### src/rtl/sbf_pkg.sv
package sbf_pkg;
  localparam int unsigned DATA_W = 32;
  localparam int unsigned AMT_W  = $clog2(DATA_W);
  localparam int unsigned OP_W   = 4;

  typedef enum logic [OP_W-1:0] {
    OP_SLL   = 4'd0,
    OP_SRL   = 4'd1,
    OP_SRA   = 4'd2,
    OP_ROTR  = 4'd3,
    OP_SLLV  = 4'd4,
    OP_SRLV  = 4'd5,
    OP_SRAV  = 4'd6,
    OP_ROTRV = 4'd7,
    OP_EXT   = 4'd8,
    OP_INS   = 4'd9,
    OP_SWAP  = 4'd10
  } sbf_op_e;
endpackage

### src/rtl/sbf_shifter.sv
module sbf_shifter #(
  parameter int unsigned W = 32,
  localparam int unsigned SW = $clog2(W)
) (
  input  logic [W-1:0]  data_i,
  input  logic [SW-1:0] amt_i,
  input  logic          left_i,
  input  logic          arith_i,
  input  logic          rot_i,
  output logic [W-1:0]  data_o
);
  logic [W-1:0] stage [SW+1];
  logic         sign_fill;

  function automatic logic [W-1:0] bit_rev(input logic [W-1:0] v);
    logic [W-1:0] r;
    for (int i = 0; i < W; i++) r[i] = v[W-1-i];
    return r;
  endfunction

  assign sign_fill = arith_i & data_i[W-1];
  assign stage[0]  = left_i ? bit_rev(data_i) : data_i;

  for (genvar k = 0; k < SW; k++) begin : g_stage
    localparam int unsigned SH = 1 << k;
    logic [SH-1:0] fill;
    always_comb begin
      if (rot_i) fill = stage[k][SH-1:0];
      else       fill = {SH{sign_fill}};
    end
    assign stage[k+1] = amt_i[k] ? {fill, stage[k][W-1:SH]} : stage[k];
  end

  assign data_o = left_i ? bit_rev(stage[SW]) : stage[SW];
endmodule

### src/rtl/sbf_field.sv
module sbf_field #(
  parameter int unsigned W = 32,
  localparam int unsigned SW = $clog2(W)
) (
  input  logic [W-1:0]  src_i,
  input  logic [W-1:0]  dst_i,
  input  logic [SW-1:0] pos_i,
  input  logic [SW-1:0] sz_m1_i,
  output logic [W-1:0]  ext_o,
  output logic [W-1:0]  ins_o,
  output logic          over_o
);
  logic [SW:0]   size;
  logic [SW+1:0] span_end;
  logic [W-1:0]  ones;
  logic [W-1:0]  place_mask;

  assign size       = {1'b0, sz_m1_i} + 1'b1;
  assign span_end   = {2'b00, pos_i} + {1'b0, size};
  assign over_o     = span_end > (SW+2)'(W);
  assign ones       = {W{1'b1}} >> ((SW+1)'(W) - size);
  assign place_mask = ones << pos_i;
  assign ext_o      = (src_i >> pos_i) & ones;
  assign ins_o      = (dst_i & ~place_mask) | ((src_i & ones) << pos_i);
endmodule

### src/rtl/sbf_swap.sv
module sbf_swap #(
  parameter int unsigned W = 32,
  localparam int unsigned HALVES = W / 16
) (
  input  logic [W-1:0] data_i,
  output logic [W-1:0] data_o
);
  for (genvar h = 0; h < HALVES; h++) begin : g_half
    assign data_o[16*h+15:16*h] = {data_i[16*h+7:16*h], data_i[16*h+15:16*h+8]};
  end
endmodule

### src/rtl/sbf_unit.sv
module sbf_unit
  import sbf_pkg::*;
(
  input  logic [OP_W-1:0]   op_i,
  input  logic [DATA_W-1:0] src_i,
  input  logic [DATA_W-1:0] amt_reg_i,
  input  logic [AMT_W-1:0]  shamt_i,
  input  logic [AMT_W-1:0]  fpos_i,
  input  logic [AMT_W-1:0]  fsz_m1_i,
  input  logic [DATA_W-1:0] dst_i,
  output logic [DATA_W-1:0] res_o,
  output logic              fld_bad_o
);
  sbf_op_e              op;
  logic [AMT_W-1:0]     amt;
  logic                 is_shift, left, arith, rot, field_op;
  logic [DATA_W-1:0]    sh_res, ext_res, ins_res, swap_res;
  logic                 over;
  logic [DATA_W-AMT_W-1:0] unused_amt_hi;

  assign op            = sbf_op_e'(op_i);
  assign unused_amt_hi = amt_reg_i[DATA_W-1:AMT_W];
  assign is_shift      = (op_i < 4'd8);
  assign amt           = op_i[2] ? amt_reg_i[AMT_W-1:0] : shamt_i;
  assign left          = (op_i[1:0] == 2'd0);
  assign arith         = (op_i[1:0] == 2'd2);
  assign rot           = (op_i[1:0] == 2'd3);
  assign field_op      = (op == OP_EXT) || (op == OP_INS);

  sbf_shifter #(.W(DATA_W)) i_shifter (
    .data_i (src_i), .amt_i (amt), .left_i (left),
    .arith_i(arith), .rot_i (rot), .data_o (sh_res)
  );

  sbf_field #(.W(DATA_W)) i_field (
    .src_i (src_i), .dst_i (dst_i), .pos_i (fpos_i), .sz_m1_i(fsz_m1_i),
    .ext_o (ext_res), .ins_o (ins_res), .over_o (over)
  );

  sbf_swap #(.W(DATA_W)) i_swap (.data_i(src_i), .data_o(swap_res));

  always_comb begin
    if (is_shift) res_o = sh_res;
    else begin
      unique case (op)
        OP_EXT:  res_o = ext_res;
        OP_INS:  res_o = ins_res;
        OP_SWAP: res_o = swap_res;
        default: res_o = '0;
      endcase
    end
  end

  assign fld_bad_o = field_op & over;
endmodule

### config.mk
export PLATFORM = sky130hd
export DESIGN_NAME = sbf_unit
export DESIGN_NICKNAME = d
export VERILOG_FILES = /design/src/rtl/sbf_pkg.sv /design/src/rtl/sbf_shifter.sv /design/src/rtl/sbf_field.sv /design/src/rtl/sbf_swap.sv /design/src/rtl/sbf_unit.sv
export SDC_FILE = /design/constraint.sdc
export NUM_CORES = 1
export LEC_CHECK = 0
export BUFFER_PORTS_ARGS = -buffer_cell sky130_fd_sc_hd__clkbuf_2
export CAP_MARGIN = 20
export CORE_ASPECT_RATIO = 1.1
export CORE_UTILIZATION = 30
export DETAILED_ROUTE_END_ITERATION = 8
export SYNTH_ARGS = -nofsm -noshare
export SYNTH_HDL_FRONTEND = slang
export SYNTH_SLANG_ARGS = --single-unit
### constraint.sdc
create_clock -name vclk -period 6.5
set_input_delay 1.3 -clock vclk [all_inputs]
set_output_delay 1.3 -clock vclk [all_outputs]
set_load 0.01 [all_outputs]
After elaboration in Yosys (flattened, before gate mapping)
Cells that the tools add are included.

Add/subtract/negate cells: 3. $lt $le $gt $ge: 2. Eq/ne operators: 5. Shift-type cells: 4. Multiplexer cells: 15. Bitwise logic cells: 7. Reductions and logical operators: 2.

Operators by type and width (number): $mux 32 (8); $and 32x32->32 (3); $pmux 32 s3 (1); $shl 32x5->32 (2); $not 32->32 (1); $or 32x32->32 (1); $shr 32x5->32 (1); $shr 32x6->32 const A (1); $mux 16 (1); $eq 4x4->1 const B (3); $mux 8 (1); $add 5x6->7 (1); $gt 7x6->1 const B (1); $add 5x1->6 const B (1); $sub 6x6->6 const A (1); $mux 5 (1); $eq 2x2->1 const B (2); $lt 4x4->1 const B (1); $mux 4 (1); $and 1x1->1 (2); $logic_not 2->1 (1); $mux 2 (1); $logic_or 1x1->1 (1); $mux 1 (1).

Bits in registers: 0. Output and inout port bits: 33. Word-level logic and storage cells: 38.

Depth between registers and ports, before layout
Gate-level depths: netlist (run 1).

Word-level depth: 14. Depth in mapped cells: 17. Gate-level depth less buffers: 14.

Modules after synthesis
Synthesis (run 1) repeated with hierarchy kept, for this count alone.

Cell total of the unflattened synthesis: 1584. Area, all modules: 11434.7 sq um.

By module, submodules not included: sbf_field (instances 1, cells an instance 1008, area each 6261.0 sq um, seq. area each 0.0 sq um); sbf_shifter (instances 1, cells an instance 422, area each 3727.3 sq um, seq. area each 0.0 sq um); sbf_unit (instances 1, cells an instance 122, area each 1206.2 sq um, seq. area each 0.0 sq um); sbf_swap (instances 1, cells an instance 32, area each 240.2 sq um, seq. area each 0.0 sq um).

Worst setup path before layout (run 1)
No wires, ideal clock.

Kind: input to output. Start: in fsz_m1_i[0]. End: out res_o[28]. Arrival time: 4.551 ns. Required time: 5.200 ns. Setup slack: 0.649 ns. Cell stages on the path: 16. Cell sequence: ha_1 inv_1 ha_1 buf_4 inv_1 ha_1 clkbuf_1 nor4_1 a41oi_1 and3_1 a31oi_1 nor2_1 mux4_2 a211oi_1 a311oi_1 or4_1.

Word-level cells in the longest chain between the ends: 9. Elaborated cells between the ends (all ways): 12.

Ends and longest elaborated chain: start, declared (RTL line sbf_unit.sv:9) `input logic [AMT_W-1:0] fsz_m1_i,`; $add 5x1->6 (*) (RTL line sbf_field.sv:18) `assign size = {1'b0, sz_m1_i} + 1'b1;`; $sub 6x6->6 (*) (RTL line sbf_field.sv:21) `assign ones = {W{1'b1}} >> ((SW+1)'(W) - size);`; $shr 32x6->32 (*) (RTL line sbf_field.sv:21); $shl 32x5->32 (RTL line sbf_field.sv:22) `assign place_mask = ones << pos_i;`; $not 32->32 (RTL line sbf_field.sv:24) `assign ins_o = (dst_i & ~place_mask) | ((src_i & ones) << pos_i);`; $and 32x32->32 (RTL line sbf_field.sv:24); $or 32x32->32 (RTL line sbf_field.sv:24); $pmux 32 s3 (*) (RTL line sbf_unit.sv:45) `unique case (op)`; $mux 32 (*) (RTL line sbf_unit.sv:43) `if (is_shift) res_o = sh_res;`; end, declared (RTL line sbf_unit.sv:11) `output logic [DATA_W-1:0] res_o,`.

Mark *: on every way between the ends. The rest lies on a longest branch, timed or not.

Worst setup path after layout (run 1)
Start: in fsz_m1_i[0]. End: out res_o[19].

Same word-level chain as after synthesis.

==> flow_metrics.env, run 1 <==
export IMPL_cp_top_family="compound AO/OA/AOI/OAI gates"
export IMPL_crit_arrival_ps=5180
export IMPL_synth_xor_area_share_pct=0.863
export IMPL_hold_class="in -> out"
export IMPL_grt_pass1_vias=13400
export IMPL_p_seq_share_pct=0
export IMPL_power_density_mw_per_mm2=120
export IMPL_critPathMaxStageDelay_ps=490
export IMPL_nets=1747
export IMPL_drt_first_pass_iters=9
export IMPL_dieWidth_um=176
export IMPL_remaining_drc_errors=12
export IMPL_status="finished with violations"
export IMPL_clkPwrFrac_pct=0
export IMPL_cp_data_required_time_ps=5200
export IMPL_clock_fmax_mhz=154
export IMPL_critical_path_class="in -> out"
export IMPL_grt_antenna_before_repair=1
export IMPL_synth_top_family_by_area="compound AO/OA/AOI/OAI gates"
export IMPL_grt_use_total_pct=34.6
export IMPL_io_pins=148
export IMPL_yosys_warnings=0
export IMPL_vias=14700
export IMPL_path_buf_inv=5
export IMPL_synth_compound_area_share_pct=43.1
export IMPL_crit_chain="clkbuf_2, ha_1, inv_1, ha_2, buf_4, a211o_4, a21oi_4, buf_4, nor2_2, o311a_1, or2_4, mux4_2, a221oi_2, nor4_1, a2111o_1, clkbuf_2"
export IMPL_overflow=0
export IMPL_final_common_cell="nand2_1"
export IMPL_layout_common_cells="nand2_1, buf_4, o21ai_0"
export IMPL_totalWireLength_mm=61.3
export IMPL_start_util_pct=30.7
export IMPL_register_area_um2=0
export IMPL_synthCells=1500
export IMPL_viasPerCell=7.20
export IMPL_diodes=0
export IMPL_grt_pass1_wl_mm=89.1
export IMPL_synth_area_per_cell_um2=6.67
export IMPL_syn_nets=1626
export IMPL_path_max_fanout=7
export IMPL_coreArea_mm2=0.0325
export IMPL_yosys_area_share_simple_pct=23.4
export IMPL_gp_congestion=1.10
export IMPL_p_comb_share_pct=100.0
export IMPL_grt_max_degree=84
export IMPL_worst_slew_pin_slew_ps=1130
export IMPL_slew_viol_final=0
export IMPL_hold_viol=0
export IMPL_design_area_mm2=0.0119
export IMPL_synth_area_mm2=0.0100
export IMPL_dpl_cell_area_mm2=0.0117
export IMPL_nFlopsAndLatches=0
export IMPL_layout_setup_ws_ps=18.5
export IMPL_dp_hpwl_mm=47.3
export IMPL_cap_viol_max_count=0
export IMPL_wire_per_inst_um=30.0
export IMPL_dieArea_mm2=0.0341
export IMPL_violations="DRC"
export IMPL_max_slew_margin_pct=24.1
export IMPL_portBuffers=121
export IMPL_finalSetupViolCount=0
export IMPL_drive_above_1_share_pct=25.2
export IMPL_dieHeight_um=193
export IMPL_power_leakage_nw=4.70
export IMPL_place_ws_ps=-47.1
export IMPL_synthAdderAreaFrac_pct=1.45
export IMPL_timing_final_crit_share_pct=99.7
export IMPL_p_sw_uw=914
export IMPL_layout_min_cycle_time_ps=6480
export IMPL_end_kind="primary output"
export IMPL_synth_distinct_cells=92
export IMPL_cp_slowest_cell="a2111o_1"
export IMPL_switching_share_pct=64.1
export IMPL_rows=69
export IMPL_syn_to_final_growth_pct=19.0
export IMPL_internal_power_uw=512
export IMPL_startpoint_type="primary input"
export IMPL_synth_mux_area_share_pct=23.6
export IMPL_yosysSeqAreaShare_pct=0
export IMPL_ir_drop_mv=0.0767
export IMPL_nFillCells=3464
export IMPL_n_clock_buffer=0
export IMPL_rsz0062_at_grt="yes"
export IMPL_drt_iter0_markers=2888
export IMPL_drtAntennaViolNets=0
## through the flow
step                      instances  utilization, %  power [mW]  hold slack [ps]  setup TNS (ps)
after floorplan                1500               -       0.803             2740               0
after global placement         2037            35.9        1.33             2970               0
after detailed placement       2037            35.9        1.34             2980           -93.6
after CTS                      2037            36.0        1.34             2980               0
after global routing           2045            36.6        1.48             3000            -111
final                          2045            36.6        1.43             2980               0
## what timing repair did
item	in CTS	in global routing
hold buffers	0	0
pin swaps	0	5
setup endpoints to repair	2	17
setup buffers	0	8
gates cloned	0	0
gates resized for setup	1	35
## logic make-up (layout without fill, tap and decap cells)
logic type / count (synthesis) / count (layout)
adder cells (fa/ha/maj): 11 / 11
XOR/XNOR: 9 / 9
multiplexers: 168 / 168
AND/OR/NAND/NOR: 508 / 508
AO/OA/AOI/OAI: 623 / 623
buffers and inverters: 181 / 300
## area by class of cell
class	count	area, um^2	share of cell area [%]
Timing Repair Buffer	273	1840	15.5
Inverter	27	101	0.852
Multi-Input combinational cell	1319	9420	79.2
Tap cell	426	533	4.48
## synth_stat cells, types with 13 or more instances
| master | number | area [um^2] |
|---|---|---|
| buf_1 | 27 | 101 |
| and2_1 | 14 | 87.6 |
| a211o_1 | 19 | 166 |
| nand2b_1 | 19 | 119 |
| o22ai_1 | 37 | 231 |
| a31oi_1 | 24 | 150 |
| a211oi_1 | 25 | 188 |
| a22oi_1 | 30 | 225 |
| o211ai_1 | 39 | 293 |
| a21oi_1 | 102 | 510 |
| a221oi_1 | 16 | 140 |
| nor3_1 | 35 | 175 |
| mux2i_1 | 93 | 931 |
| o21a_1 | 13 | 97.6 |
| mux4_2 | 51 | 1150 |
| a32oi_1 | 18 | 158 |
| nand3_1 | 55 | 275 |
| a21o_1 | 16 | 120 |
| nor2_1 | 119 | 447 |
| o21ai_0 | 126 | 631 |
| o221ai_1 | 23 | 201 |
| inv_1 | 23 | 86.3 |
| mux2_2 | 22 | 248 |
| buf_2 | 23 | 115 |
| clkbuf_1 | 95 | 357 |
| nand2_1 | 194 | 728 |
## per-layer routing
layer / vias to the layer above / routed length (um) / GRT usage (%)
met5: - / 13 / 0
met3: 309 / 7800 / 6.74
li1: 6173 / - / -
met1: 6930 / 22800 / 45.6
met2: 1318 / 26000 / 52.4
met4: 2 / 4670 / 19.4
## path summary, 6_finish.rpt
| check | start | end | slack [ps] | cells after the start |
|---|---|---|---|---|
| min | dst_i[15] | res_o[15] | 2980 | 4 |
| max | fsz_m1_i[0] | res_o[19] | 20 | 16 |
## power groups by stage
| stage | clock [mW] | sequential (mW) | combinational (mW) |
|---|---|---|---|
| after CTS | 0 | 0 | 1.34 |
| after global placement | 0 | 0 | 1.33 |
| final | 0 | 0 | 1.43 |
| after global routing | 0 | 0 | 1.48 |
| after floorplan | 0 | 0 | 0.803 |
| after detailed placement | 0 | 0 | 1.34 |
Power figures use the tool's default switching activity.
==> inputs of run 2 (changes only) <==
--- a/config.mk
+++ b/config.mk
@@ -8,7 +8,7 @@
 export BUFFER_PORTS_ARGS = -buffer_cell sky130_fd_sc_hd__clkbuf_2
 export CAP_MARGIN = 20
 export CORE_ASPECT_RATIO = 1.1
-export CORE_UTILIZATION = 30
+export CORE_UTILIZATION = 35
 export DETAILED_ROUTE_END_ITERATION = 8
 export SYNTH_ARGS = -nofsm -noshare
 export SYNTH_HDL_FRONTEND = slang
==> constraint.sdc (replaced) <==
create_clock -name vclk -period 5.3
set_input_delay 1.06 -clock vclk [all_inputs]
set_output_delay 1.06 -clock vclk [all_outputs]
set_load 0.01 [all_outputs]
==> run 2 against run 1 <==
  * The run ends with setup timing left
  * Critical endpoint is now res_o[28]
  * Via count is 7.4% higher
  * Core utilization increased by 19 points
  * Die area is 14% lower
==> flow_metrics.env, run 2 (synthesis gave the netlist of run 1 again) <==
export IMPL_status="finished with violations"
export IMPL_violations="setup timing"
export IMPL_dieWidth_um=163
export IMPL_crit_chain="buf_8, buf_6, inv_2, ha_4, buf_4, a211oi_4, buf_4, o31a_1, buf_4, a311oi_2, a311o_1, o21ai_2, mux4_2, a211oi_2, a311oi_1, or4_4, buf_6"
export IMPL_vias=15800
export IMPL_gp_congestion=1.08
export IMPL_path_buf_inv=7
export IMPL_io_pins=148
export IMPL_drtAntennaViolNets=0
export IMPL_hold_class="in -> out"
export IMPL_grt_pass1_vias=14700
export IMPL_drt_iter0_markers=2208
export IMPL_worst_path_most_repeated_cell="buf_4"
export IMPL_grt_max_degree=84
export IMPL_layout_common_cells="buf_4, nand2_1, nor2_1"
export IMPL_portBuffers=121
export IMPL_worst_slew_pin_slew_ps=757
export IMPL_whs_ps=2480
export IMPL_grt_use_total_pct=46.2
export IMPL_grt_antenna_before_repair=1
export IMPL_place_ws_ps=-648
export IMPL_dp_hpwl_mm=54.8
export IMPL_viasPerCell=6.89
export IMPL_finalSetupViolCount=25
export IMPL_grt_pass1_wl_mm=98.9
export IMPL_crit_arrival_ps=4590
export IMPL_rows=64
export IMPL_drt_first_pass_iters=8
export IMPL_cp_top_family="compound AO/OA/AOI/OAI gates"
export IMPL_timing_final_crit_share_pct=107
export IMPL_n_clock_buffer=0
export IMPL_nFlopsAndLatches=0
export IMPL_wire_per_inst_um=30.5
export IMPL_rsz0062_at_grt="yes"
export IMPL_layout_setup_ws_ps=-346
export IMPL_hold_buffers=0
export IMPL_drive_above_1_share_pct=43.7
export IMPL_dp_cells=2254
export IMPL_coreArea_mm2=0.0279
export IMPL_min_delay_start="dst_i[8]"
export IMPL_startpoint_type="primary input"
export IMPL_design_area_mm2=0.0154
export IMPL_critPathMaxStageDelay_ps=570
export IMPL_end_kind="primary output"
export IMPL_dieHeight_um=179
export IMPL_fin_cells=2297
export IMPL_dpl_cell_area_mm2=0.0138
export IMPL_critical_path_class="in -> out"
export IMPL_hold_viol=0
export IMPL_dieArea_mm2=0.0293
export IMPL_remaining_drc_errors=0
export IMPL_clock_fmax_mhz=177
export IMPL_max_slew_margin_pct=49.4
export IMPL_path_max_fanout=10
export IMPL_cp_slowest_cell="mux4_2"
export IMPL_cp_data_required_time_ps=4240
export IMPL_totalWireLength_mm=70.1
export IMPL_cap_viol_max_count=0
export IMPL_register_area_um2=0
export IMPL_layout_min_cycle_time_ps=5650
export IMPL_worstSetupStartpoint="fsz_m1_i[1]"
export IMPL_nets=2061
export IMPL_syn_to_final_growth_pct=54.2
export IMPL_slew_viol_final=0
export IMPL_start_util_pct=35.8
export IMPL_overflow=0
export IMPL_final_common_cell="buf_4"
## run 2: per-stage QoR
step           setup TNS [ps]  util (%)
2_1_floorplan               0         -
3_3_place_gp           -13920      49.3
3_5_place_dp           -13670      49.3
4_1_cts                 -2630      52.3
5_1_grt                 -6090      55.2
6_report                -3730      55.2
## run 2: layout make-up
cell class,instances,area [um^2]
inverters,27,104
fillers,2726,12500
repair buffers,587,4430
well taps,363,454
multi-input cells,1319,10400
diodes,1,2.50
## run 2: worst paths after layout
kind / endpoint / slack, ps / cells past startpoint
worst max-delay path: res_o[28] / -350 / 17
worst min-delay path: res_o[8] / 2480 / 4
## run 2: worst min-delay path: cells and delay by family
kind / cells / cell delay (ps)
AO/OA/AOI/OAI: 1 / 70
buffers and inverters: 2 / 210
AND/OR/NAND/NOR: 1 / 80
## run 2: what timing repair did
action	4_1_cts	5_1_grt
resized for setup	149	149
endpoints found under the setup margin	31	31
gates cloned	0	1
setup buffers	23	30
pin swaps	46	81
## run 2: layer usage
layer / global-route usage [%] / up-vias / part of all wire [%]
li1: - / 6826 / -
met1: 58.1 / 7504 / 37
met2: 72.7 / 1193 / 43
met3: 10.1 / 299 / 12
met4: 26.2 / 0 / 7.6
met5: 0 / - / 0
